==> src/rtl/dual8_tmr_pkg.sv <==
package dual8_tmr_pkg;
  localparam int ADDR_W = 4;
  localparam int DATA_W = 8;

  localparam logic [ADDR_W-1:0] ADR_CTRL = 4'd0;
  localparam logic [ADDR_W-1:0] ADR_PSC  = 4'd1;
  localparam logic [ADDR_W-1:0] ADR_LVAL = 4'd2;
  localparam logic [ADDR_W-1:0] ADR_LRLD = 4'd3;
  localparam logic [ADDR_W-1:0] ADR_LCMP = 4'd4;
  localparam logic [ADDR_W-1:0] ADR_XVAL = 4'd5;
  localparam logic [ADDR_W-1:0] ADR_XRLD = 4'd6;
  localparam logic [ADDR_W-1:0] ADR_XCMP = 4'd7;
  localparam logic [ADDR_W-1:0] ADR_FCLR = 4'd8;

  localparam int SHOT_BIT = 6;

  // packed: first member is the top bit, split lands on bit0
  typedef struct packed {
    logic gate_en;
    logic pol;
    logic oe;
    logic run_x;
    logic run_l;
    logic split;
  } ctrl_t;

  localparam int CTRL_W = $bits(ctrl_t);

  typedef enum logic [1:0] {
    FL_LOVF = 2'd0,
    FL_LCMP = 2'd1,
    FL_XOVF = 2'd2,
    FL_XCMP = 2'd3
  } flag_idx_e;
endpackage

==> src/rtl/dual8_tmr_psc.sv <==
module dual8_tmr_psc #(
  parameter int SEL_W = 3,
  localparam int CNT_W = (1 << SEL_W) - 1
) (
  input  logic             clk,
  input  logic             rst_n,
  input  logic             restart,
  input  logic [SEL_W-1:0] sel,
  output logic             tick
);
  logic [CNT_W-1:0] cnt;
  logic [CNT_W-1:0] mask;

  always_comb begin
    mask = ~({CNT_W{1'b1}} << sel);
    tick = ((cnt & mask) == mask);
  end

  always_ff @(posedge clk or negedge rst_n) begin
    if (!rst_n)       cnt <= '0;
    else if (restart) cnt <= '0;
    else              cnt <= cnt + 1'b1;
  end

  AST_PSC_RESTART: assert property (@(posedge clk) disable iff (!rst_n)
    restart |=> (tick == (sel == '0)));
endmodule

==> src/rtl/dual8_tmr_half.sv <==
module dual8_tmr_half #(
  parameter int TW = 8
) (
  input  logic          clk,
  input  logic          rst_n,
  input  logic          step,
  input  logic          wr_val,
  input  logic          wr_rld,
  input  logic          wr_cmp,
  input  logic [TW-1:0] wdata,
  output logic [TW-1:0] val,
  output logic          ovf_ev,
  output logic          cmp_ev
);
  logic [TW-1:0] rld;
  logic [TW-1:0] cmp;
  logic          at_top;

  always_comb begin
    at_top = (val == {TW{1'b1}});
    ovf_ev = step & at_top;
    cmp_ev = step & (val == cmp);
  end

  always_ff @(posedge clk or negedge rst_n) begin
    if (!rst_n) begin
      val <= '0;
      rld <= '0;
      cmp <= '0;
    end else begin
      if (wr_val)    val <= wdata;
      else if (step) val <= at_top ? rld : val + 1'b1;
      if (wr_rld) rld <= wdata;
      if (wr_cmp) cmp <= wdata;
    end
  end

  AST_OVF_RELOAD: assert property (@(posedge clk) disable iff (!rst_n)
    ovf_ev && !wr_val |=> val == $past(rld));
  AST_NO_STEP_HOLD: assert property (@(posedge clk) disable iff (!rst_n)
    !step && !wr_val |=> $stable(val));
  AST_WRITE_WINS: assert property (@(posedge clk) disable iff (!rst_n)
    wr_val |=> val == $past(wdata));
endmodule

==> src/rtl/dual8_tmr_pin.sv <==
module dual8_tmr_pin #(
  parameter int SYNC = 2
) (
  input  logic clk,
  input  logic rst_n,
  input  logic pin_in,
  input  logic oe,
  input  logic pol,
  input  logic gate_en,
  input  logic arm,
  input  logic arm_pol,
  input  logic flip,
  output logic gate_hold,
  output logic pin_out,
  output logic pin_oe
);
  logic [SYNC-1:0] sync_q;
  logic            lat_pol;
  logic            tog;

  always_ff @(posedge clk or negedge rst_n) begin
    if (!rst_n) sync_q <= '0;
    else        sync_q <= {sync_q[SYNC-2:0], pin_in};
  end

  always_ff @(posedge clk or negedge rst_n) begin
    if (!rst_n) begin
      lat_pol <= 1'b0;
      tog     <= 1'b0;
    end else if (arm) begin
      lat_pol <= arm_pol;
      tog     <= 1'b0;
    end else if (flip) begin
      tog <= ~tog;
    end
  end

  always_comb begin
    gate_hold = ~oe & gate_en & (sync_q[SYNC-1] == pol);
    pin_out   = oe & (lat_pol ^ tog);
    pin_oe    = oe;
  end

  AST_POL_ARM: assert property (@(posedge clk) disable iff (!rst_n)
    arm |=> pin_out == $past(arm_pol));
  AST_PIN_QUIET: assert property (@(posedge clk) disable iff (!rst_n)
    !arm && !flip |=> (pin_out == $past(pin_out)) || (oe != $past(oe)));
endmodule

==> src/rtl/dual8_tmr.sv <==
module dual8_tmr
  import dual8_tmr_pkg::*;
#(
  parameter int TW    = 8,
  parameter int SEL_W = 3,
  parameter int SYNC  = 2
) (
  input  logic              clk,
  input  logic              rst_n,
  input  logic              wr_en,
  input  logic [ADDR_W-1:0] wr_addr,
  input  logic [DATA_W-1:0] wr_data,
  input  logic              pin_in,
  output logic              pin_out,
  output logic              pin_oe,
  output logic              lead_ovf_flag,
  output logic              lead_cmp_flag,
  output logic              aux_ovf_flag,
  output logic              aux_cmp_flag
);
  localparam int NFL = 4;

  ctrl_t            ctrl;
  ctrl_t            ctrl_new;
  logic [SEL_W-1:0] psc_sel;
  logic             shot;
  logic [NFL-1:0]   flags;
  logic [NFL-1:0]   fl_set;
  logic [NFL-1:0]   fl_clr;

  logic wr_ctrl, wr_psc, wr_fclr;
  logic wr_lval, wr_lrld, wr_lcmp, wr_xval, wr_xrld, wr_xcmp;
  logic tick, gate_hold, arm;
  logic lead_step, aux_step;
  logic l_ovf, l_cmp, x_ovf, x_cmp;
  logic [TW-1:0] lead_val, aux_val;

  always_comb begin
    wr_ctrl = wr_en && (wr_addr == ADR_CTRL);
    wr_psc  = wr_en && (wr_addr == ADR_PSC);
    wr_lval = wr_en && (wr_addr == ADR_LVAL);
    wr_lrld = wr_en && (wr_addr == ADR_LRLD);
    wr_lcmp = wr_en && (wr_addr == ADR_LCMP);
    wr_xval = wr_en && (wr_addr == ADR_XVAL);
    wr_xrld = wr_en && (wr_addr == ADR_XRLD);
    wr_xcmp = wr_en && (wr_addr == ADR_XCMP);
    wr_fclr = wr_en && (wr_addr == ADR_FCLR);
    ctrl_new = ctrl_t'(wr_data[CTRL_W-1:0]);
    arm      = wr_ctrl & ctrl_new.oe & ~ctrl.oe;
    lead_step = ctrl.split & tick & (ctrl.run_l | shot) & ~gate_hold;
    aux_step  = ctrl.split & tick & ctrl.run_x;
    fl_set = '0;
    fl_set[FL_LOVF] = l_ovf;
    fl_set[FL_LCMP] = l_cmp;
    fl_set[FL_XOVF] = x_ovf;
    fl_set[FL_XCMP] = x_cmp;
    fl_clr = wr_fclr ? wr_data[NFL-1:0] : '0;
  end

  always_ff @(posedge clk or negedge rst_n) begin
    if (!rst_n) begin
      ctrl    <= '0;
      psc_sel <= '0;
      shot    <= 1'b0;
      flags   <= '0;
    end else begin
      if (wr_ctrl) ctrl <= ctrl_new;
      if (wr_psc)  psc_sel <= wr_data[SEL_W-1:0];
      if (wr_ctrl && wr_data[SHOT_BIT]) shot <= 1'b1;
      else if (l_ovf)                   shot <= 1'b0;
      flags <= (flags & ~fl_clr) | fl_set;
    end
  end

  dual8_tmr_psc #(.SEL_W(SEL_W)) psc_i (
    .clk(clk), .rst_n(rst_n), .restart(wr_psc), .sel(psc_sel), .tick(tick)
  );

  dual8_tmr_half #(.TW(TW)) lead_i (
    .clk(clk), .rst_n(rst_n), .step(lead_step),
    .wr_val(wr_lval), .wr_rld(wr_lrld), .wr_cmp(wr_lcmp),
    .wdata(wr_data[TW-1:0]), .val(lead_val), .ovf_ev(l_ovf), .cmp_ev(l_cmp)
  );

  dual8_tmr_half #(.TW(TW)) aux_i (
    .clk(clk), .rst_n(rst_n), .step(aux_step),
    .wr_val(wr_xval), .wr_rld(wr_xrld), .wr_cmp(wr_xcmp),
    .wdata(wr_data[TW-1:0]), .val(aux_val), .ovf_ev(x_ovf), .cmp_ev(x_cmp)
  );

  dual8_tmr_pin #(.SYNC(SYNC)) pin_i (
    .clk(clk), .rst_n(rst_n), .pin_in(pin_in),
    .oe(ctrl.oe), .pol(ctrl.pol), .gate_en(ctrl.gate_en),
    .arm(arm), .arm_pol(ctrl_new.pol), .flip(l_ovf | l_cmp),
    .gate_hold(gate_hold), .pin_out(pin_out), .pin_oe(pin_oe)
  );

  assign lead_ovf_flag = flags[FL_LOVF];
  assign lead_cmp_flag = flags[FL_LCMP];
  assign aux_ovf_flag  = flags[FL_XOVF];
  assign aux_cmp_flag  = flags[FL_XCMP];

  AST_SPLIT_OFF_HOLD: assert property (@(posedge clk) disable iff (!rst_n)
    !ctrl.split && !wr_lval && !wr_xval |=> $stable(lead_val) && $stable(aux_val));
  AST_FLAG_STICKY: assert property (@(posedge clk) disable iff (!rst_n)
    !wr_fclr |=> ((flags & $past(flags)) == $past(flags)));
  AST_SHOT_END: assert property (@(posedge clk) disable iff (!rst_n)
    shot && l_ovf && !wr_ctrl |=> !shot);
  AST_GATE_HOLD: assert property (@(posedge clk) disable iff (!rst_n)
    gate_hold && !wr_lval |=> $stable(lead_val));
  AST_GATE_IGNORED: assert property (@(posedge clk) disable iff (!rst_n)
    ctrl.oe |-> !gate_hold);
endmodule

==> config.mk <==
export PLATFORM = sky130hd
export DESIGN_NAME = dual8_tmr
export DESIGN_NICKNAME = d
export VERILOG_FILES = /design/src/rtl/dual8_tmr_pkg.sv /design/src/rtl/dual8_tmr_psc.sv /design/src/rtl/dual8_tmr_half.sv /design/src/rtl/dual8_tmr_pin.sv /design/src/rtl/dual8_tmr.sv
export SDC_FILE = /design/constraint.sdc
export NUM_CORES = 1
export LEC_CHECK = 0
export BUFFER_PORTS_ARGS = -buffer_cell sky130_fd_sc_hd__buf_2
export CAP_MARGIN = 0
export CORE_MARGIN = 10
export CORE_UTILIZATION = 40
export CTS_BUF_LIST = sky130_fd_sc_hd__clkbuf_4 sky130_fd_sc_hd__clkbuf_8 sky130_fd_sc_hd__clkbuf_16
export DETAILED_ROUTE_END_ITERATION = 16
export PLACE_DENSITY = 0.66
export SETUP_SLACK_MARGIN = 0.3
export SLEW_MARGIN = 20
export SYNTH_ARGS = -nofsm -noshare
export SYNTH_HDL_FRONTEND = slang
export SYNTH_SLANG_ARGS = --single-unit
export TNS_END_PERCENT = 30
==> constraint.sdc <==
create_clock -name clk -period 2.5 [get_ports clk]
set_input_delay 0.125 -clock clk [delete_from_list [all_inputs] [get_ports clk]]
set_output_delay 0.125 -clock clk [all_outputs]
set_load 0.05 [all_outputs]
Word level (Yosys, flattened, before mapping) --
Cells that the tools add are included.
Operators by class: order comparisons 0, div/mod/pow operators 0, mux-type cells 12, reductions and logical operators 15, equality and inequality tests 14, $add $sub $neg 3, bitwise gates (word level) 24, multiply operators 0, shifts and indexed selects 1
Operators by type and width (number):
- $mux W8 | 6
- $add A8 B1 Y8 const B | 2
- $eq A4 B3 Y1 const B | 4
- $eq A8 B8 Y1 | 2
- $eq A8 B8 Y1 const B | 2
- $and A1 B1 Y1 | 13
- $logic_and A1 B1 Y1 | 10
- $eq A4 B2 Y1 const B | 2
- $reduce_bool A2 Y1 | 4
- $add A7 B1 Y7 const B | 1
- $and A7 B7 Y7 | 1
- $eq A7 B7 Y1 | 1
- $mux W7 | 1
- $not A7 Y7 | 1
- $shl A7 B3 Y7 const A | 1
- $and A4 B4 Y4 | 1
- $eq A4 B1 Y1 const B | 1
- $eq A4 B4 Y1 const B | 1
- $logic_not A4 Y1 | 1
- $mux W1 | 4
- $mux W4 | 1
- $not A4 Y4 | 1
- $or A4 B4 Y4 | 1
- $not A1 Y1 | 3
- other kinds (3) | 4
Word-level totals: memories 0, flip-flop bits (word level) 73, output and inout bits 6, ROM bits 0, bits in latches 0, RAM bits 0

Longest topological paths before layout --
depth in word-level cells 11, depth in mapped cells 7

Hierarchy --
A second synthesis with hierarchy kept.
Unflattened totals: cell total of the unflattened synthesis 334, area, all modules 3747.3 µm²
By module, submodules not included:
- dual8_tmr_half | area an instance 1277.5 µm², sequential area each 600.6 µm², cells each 113, instances 2
- dual8_tmr | area an instance 683.2 µm², sequential area each 350.3 µm², cells each 59, instances 1
- dual8_tmr_psc | area an instance 341.6 µm², sequential area each 175.2 µm², cells each 37, instances 1
- dual8_tmr_pin | area an instance 167.7 µm², sequential area each 100.1 µm², cells each 12, instances 1

Least setup slack after synthesis --
Ideal clock, no wire load.
path kind reg-to-reg, from register psc_sel[2], to register shot, path slack 0.737 ns, buffers on the path 1, data arrival time 1.641 ns, stages on the path, launching flop included 7, required time 2.378 ns, cell sequence dfrtp_1 a21bo_2 o2111ai_4 nor4_4 buf_6 nand2_2 a32o_1
Between the ends: longest elaborated chain between the ends 9
RTL lines:
- from (decl) | RTL line dual8_tmr.sv:25 | logic [SEL_W-1:0] psc_sel;
- from (signal assigned) | RTL line dual8_tmr.sv:68 | if (wr_psc) psc_sel <= wr_data[SEL_W-1:0];
- $shl A7 B3 Y7 * | RTL line dual8_tmr_psc.sv:15 | mask = ~({CNT_W{1'b1}} << sel);
- $not A7 Y7 * | RTL line dual8_tmr_psc.sv:15
- $and A7 B7 Y7 | RTL line dual8_tmr_psc.sv:16 | tick = ((cnt & mask) == mask);
- $eq A7 B7 Y1 * | RTL line dual8_tmr_psc.sv:16
- $and A1 B1 Y1 * (3 in series) | RTL line dual8_tmr.sv:50 | lead_step = ctrl.split & tick & (ctrl.run_l | shot) & ~gate_hold;
- $and A1 B1 Y1 * | RTL line dual8_tmr_half.sv:21 | ovf_ev = step & at_top;
- $reduce_bool A2 Y1 (no source line) *
- to (signal assigned) | RTL line dual8_tmr.sv:64 | shot <= 1'b0;
- to (signal assigned) | RTL line dual8_tmr.sv:69 | if (wr_ctrl && wr_data[SHOT_BIT]) shot <= 1'b1;
- to (signal assigned) | RTL line dual8_tmr.sv:70 | else if (l_ovf) shot <= 1'b0;
- to (decl) | RTL line dual8_tmr.sv:26 | logic shot;
Mark *: on every way between the ends. The rest lies on a longest branch, timed or not. A chain may end at the register's enable or synchronous reset.

Final worst setup path --
from register lead_i.val[0], to register lead_i.val[1]
Between the ends: longest elaborated chain between the ends 4
RTL lines:
- from (decl) | RTL line dual8_tmr_half.sv:11 | output logic [TW-1:0] val,
- from (signal assigned) | RTL line dual8_tmr_half.sv:31 | if (wr_val) val <= wdata;
- from (signal assigned) | RTL line dual8_tmr_half.sv:32 | else if (step) val <= at_top ? rld : val + 1'b1;
- $add A8 B1 Y8 / $eq A8 B8 Y1 (equally long branches) | RTL line dual8_tmr_half.sv:32, dual8_tmr_half.sv:20
- $mux W8 * (2 in series) | RTL line dual8_tmr_half.sv:32
- $mux W8 * | RTL line dual8_tmr_half.sv:31
Mark *: on every way between the ends. The rest lies on a longest branch, timed or not. The select of a mux whose other input is x is not followed.

==> results.md <==
- Synth cell types: 60
- WP data arrival: 2.18 ns
- Worst hold start: wr_data[1]
- Crit Path Class: register to register
- Status: finished clean
- Final setup TNS: 0 ns
- Register area share after synthesis: 0.478
- DP Wirelength: 5770 um
- Post-Route WL: 8530 um
- R2R setup slack: 0.57 ns
- CORE AREA: 0.00928 mm^2
- Fraction of layout instances using a drive strength above 1: 0.274
- Crit-path slowest cell: dfrtp_1
- Gpl congestion: 0.856
- Initial Util: 0.412
- Total GRT Usage: 0.124
- R2R Path Start: lead_i.val[0]
- Ant. Diodes: 0
- Pwr/cell area: 970 mW/mm^2
- Post-synthesis cell area: 0.00382 mm^2
- Endpoint class of the critical path: register
- Post-route DRC violation count: 0
- Post-Layout Cell Count: 498
- Syn-to-layout area delta: 11.2%
- Number of synthesized register bits: 73
- Worst-Margin Slew: 0.921 ns
- Max Clock Skew: 0.0124 ns
- Clock buffer depth: 2
- Synth warn: 0
- Lkg Pwr: 1.77 nW
- Crit-path cells: ha_1 > nand4_1 > nor2_1 > mux2_2 > mux2i_1 > o21ai_1
- Asr flop ratio synth: 1.00
- Crit path buffers/inverters: 0
- RSZ-0062 raised after global routing: false
- First-pass DRT Iterations: 4
- Setup bufs post-CTS: 0
- Crit path from: lead_i.val[0]
- Port-buffer cells: 21
- Slew HR: 0.386
- Vias in the first global route: 2620
- Routed Antenna Nets: 0
- Largest net degree at the start of global routing: 74
- CTS tree: done
- Synth Flop Type: dfrtp_1
- Post-synth EDFFs: 0
- Die area: 0.0139 mm^2
- Avg Inst Size Synth: 10.9 um^2
- Critical Path Source Type: register
- Clock sinks: 73
- First-pass GRT wire length: 14100 um
- Nets: 383
- Clk slew on worst S/H paths: 0.08 ns
- Fin crit period: 1.93 ns
- Max Transition Viols Final: 0
- Die H: 118 um
- Worst Path Required: 2.74 ns
- Worst-skew pair later-pin latency: 0.35 ns
- Wire length per cell: 17.1 um
- Final Hold Fails: 0
- # IOs: 22
- VDD IR max: 0.000623 V
- Final setup fails: 0
- Vias per cell: 5.40
- Max Cap Viol: 0
- Commonest non-fill, non-tap cell in the layout: dfrtp_1
- Period utilization: 0.773
- DIE WIDTH: 118 um
- Fmax: 0.518 GHz
- CTS root buf: clkbuf_8
- Max stage delay on crit path: 0.42 ns
- CTS Buf Count: 9
- Starting DRT DRC Count: 132
- Post-Syn Instances: 349
- Row cnt: 35
- Depth of the CTS H-tree: 3
- Detailed-route via count: 2687
- Crit path max-delay family: multiplexers
- Mapped Nets: 368
- Commonest cells after routing, fill and taps aside: dfrtp_1, mux2_2, nand2_1, buf_2, nor2_1
- Worst Path Max Fanout: 9
- Antenna violations before repair: 0
- Cell count after placement: 480
- Worst hold path class: input pin to register
- Grt total ovfl: 0
==> worst min-delay path, cell delays in order <==
cell	delay, ns
buf_2	0.16
nand2_1	0.07
o21ai_1	0.05
==> cell type report <==
class | count | area [um^2]
Inverter | 5 | 18.8
Timing Repair Buffer | 28 | 165
Tap cell | 129 | 161
Multi-Input combinational cell | 247 | 1860
Clock buffer | 10 | 131
Clock inverter | 6 | 82.6
Sequential cell | 73 | 1830
Fill cell | 903 | 5030
==> what timing repair did <==
item / in CTS / in global routing
hold endpoints to repair: 74 / 0
gates resized for setup: 0 / 1
setup endpoints to repair: 0 / 1
hold buffers: 2 / 0
==> state kept, by name (all words and copies together) (netlist names) <==
signal,count
flags,4
psc_i.cnt,7
lead_i.cmp,8
lead_i.rld,8
aux_i.val,8
aux_i.cmp,8
shot,1
aux_i.rld,8
pin_i.tog,1
pin_i.lat_pol,1
pin_i.sync_q,2
psc_sel,3
ctrl,6
lead_i.val,8
==> cells by family after synthesis <==
group | Yosys count | synth area share
AOI/OAI and AO/OA | 61 | 0.123
DFF | 73 | 0.478
xor gates and xnor gates | 23 | 0.0527
muxes | 51 | 0.148
and+or+nand+nor | 109 | 0.154
adders and majority gates | 3 | 0.00982
buffers and inverters | 29 | 0.0347
==> power breakdown <==
| part | leakage, nW | switching, mW | internal [mW] |
|---|---|---|---|
| Combinational | 0.767 | 0.544 | 0.581 |
| Clock | 0.109 | 0.446 | 0.568 |
| Sequential | 0.893 | 0.462 | 1.52 |
==> layer usage <==
metal | part of all wire | up-vias | GRT usage
met4 | 0.016 | 0 | 0.0464
met3 | 0.031 | 10 | 0.0225
met2 | 0.46 | 47 | 0.190
li1 | - | 1280 | -
met1 | 0.49 | 1350 | 0.168
met5 | 0 | - | 0
==> per-stage QoR <==
stage / worst slack [ns] / util / hold WS (ns) / cell area (um^2) / total power, mW
3_5_place_dp: 0.521 / 0.432 / 0.235 / 4010 / 3.13
3_3_place_gp: 0.616 / 0.432 / 0.238 / 4010 / 3.09
4_1_cts: 0.512 / 0.458 / 0.0846 / 4250 / 4.16
6_report: 0.568 / 0.458 / 0.0917 / 4250 / 4.12
5_1_grt: 0.347 / 0.458 / 0.106 / 4250 / 4.41
2_1_floorplan: 0.737 / - / -0.171 / 3820 / 2.87
==> cell usage after synthesis (all sizes together) (2+ instances only) <==
| cell type | n | area (um^2) |
|---|---|---|
| nor2 | 20 | 80.1 |
| a21oi | 8 | 47.6 |
| buf | 11 | 65.1 |
| xnor2 | 9 | 78.8 |
| o2bb2ai | 2 | 36.3 |
| a21boi | 2 | 15.0 |
| nand2b | 5 | 31.3 |
| and4 | 2 | 17.5 |
| inv | 5 | 18.8 |
| a22o | 2 | 17.5 |
| a2bb2oi | 2 | 17.5 |
| clkbuf | 13 | 48.8 |
| nor3 | 3 | 15.0 |
| a32o | 3 | 30.0 |
| a31oi | 4 | 25.0 |
| nand2 | 35 | 134 |
| xor2 | 14 | 123 |
| a41o | 2 | 20.0 |
| mux2i | 7 | 70.1 |
| a22oi | 2 | 15.0 |
| nor4 | 4 | 55.1 |
| nand4 | 10 | 62.6 |
| and2 | 4 | 27.5 |
| and3 | 5 | 31.3 |
| ha | 3 | 37.5 |
| dfrtp | 73 | 1830 |
| a211oi | 2 | 15.0 |
| o31ai | 3 | 27.5 |
| nand3 | 11 | 55.1 |
| nor3b | 2 | 15.0 |
| mux2 | 44 | 495 |
| o21ai | 21 | 109 |
==> worst paths after layout <==
path                                    to  depth (start not counted)
max in group asynchronous          ctrl[4]                          2
min reg2reg                pin_i.sync_q[1]                          0
min                          lead_i.val[1]                          3
max reg2reg                  lead_i.val[1]                          6
min in group asynchronous    lead_i.rld[4]                          2
max                          lead_i.val[1]                          6
Note: power is estimated with default switching activity, not from simulation.
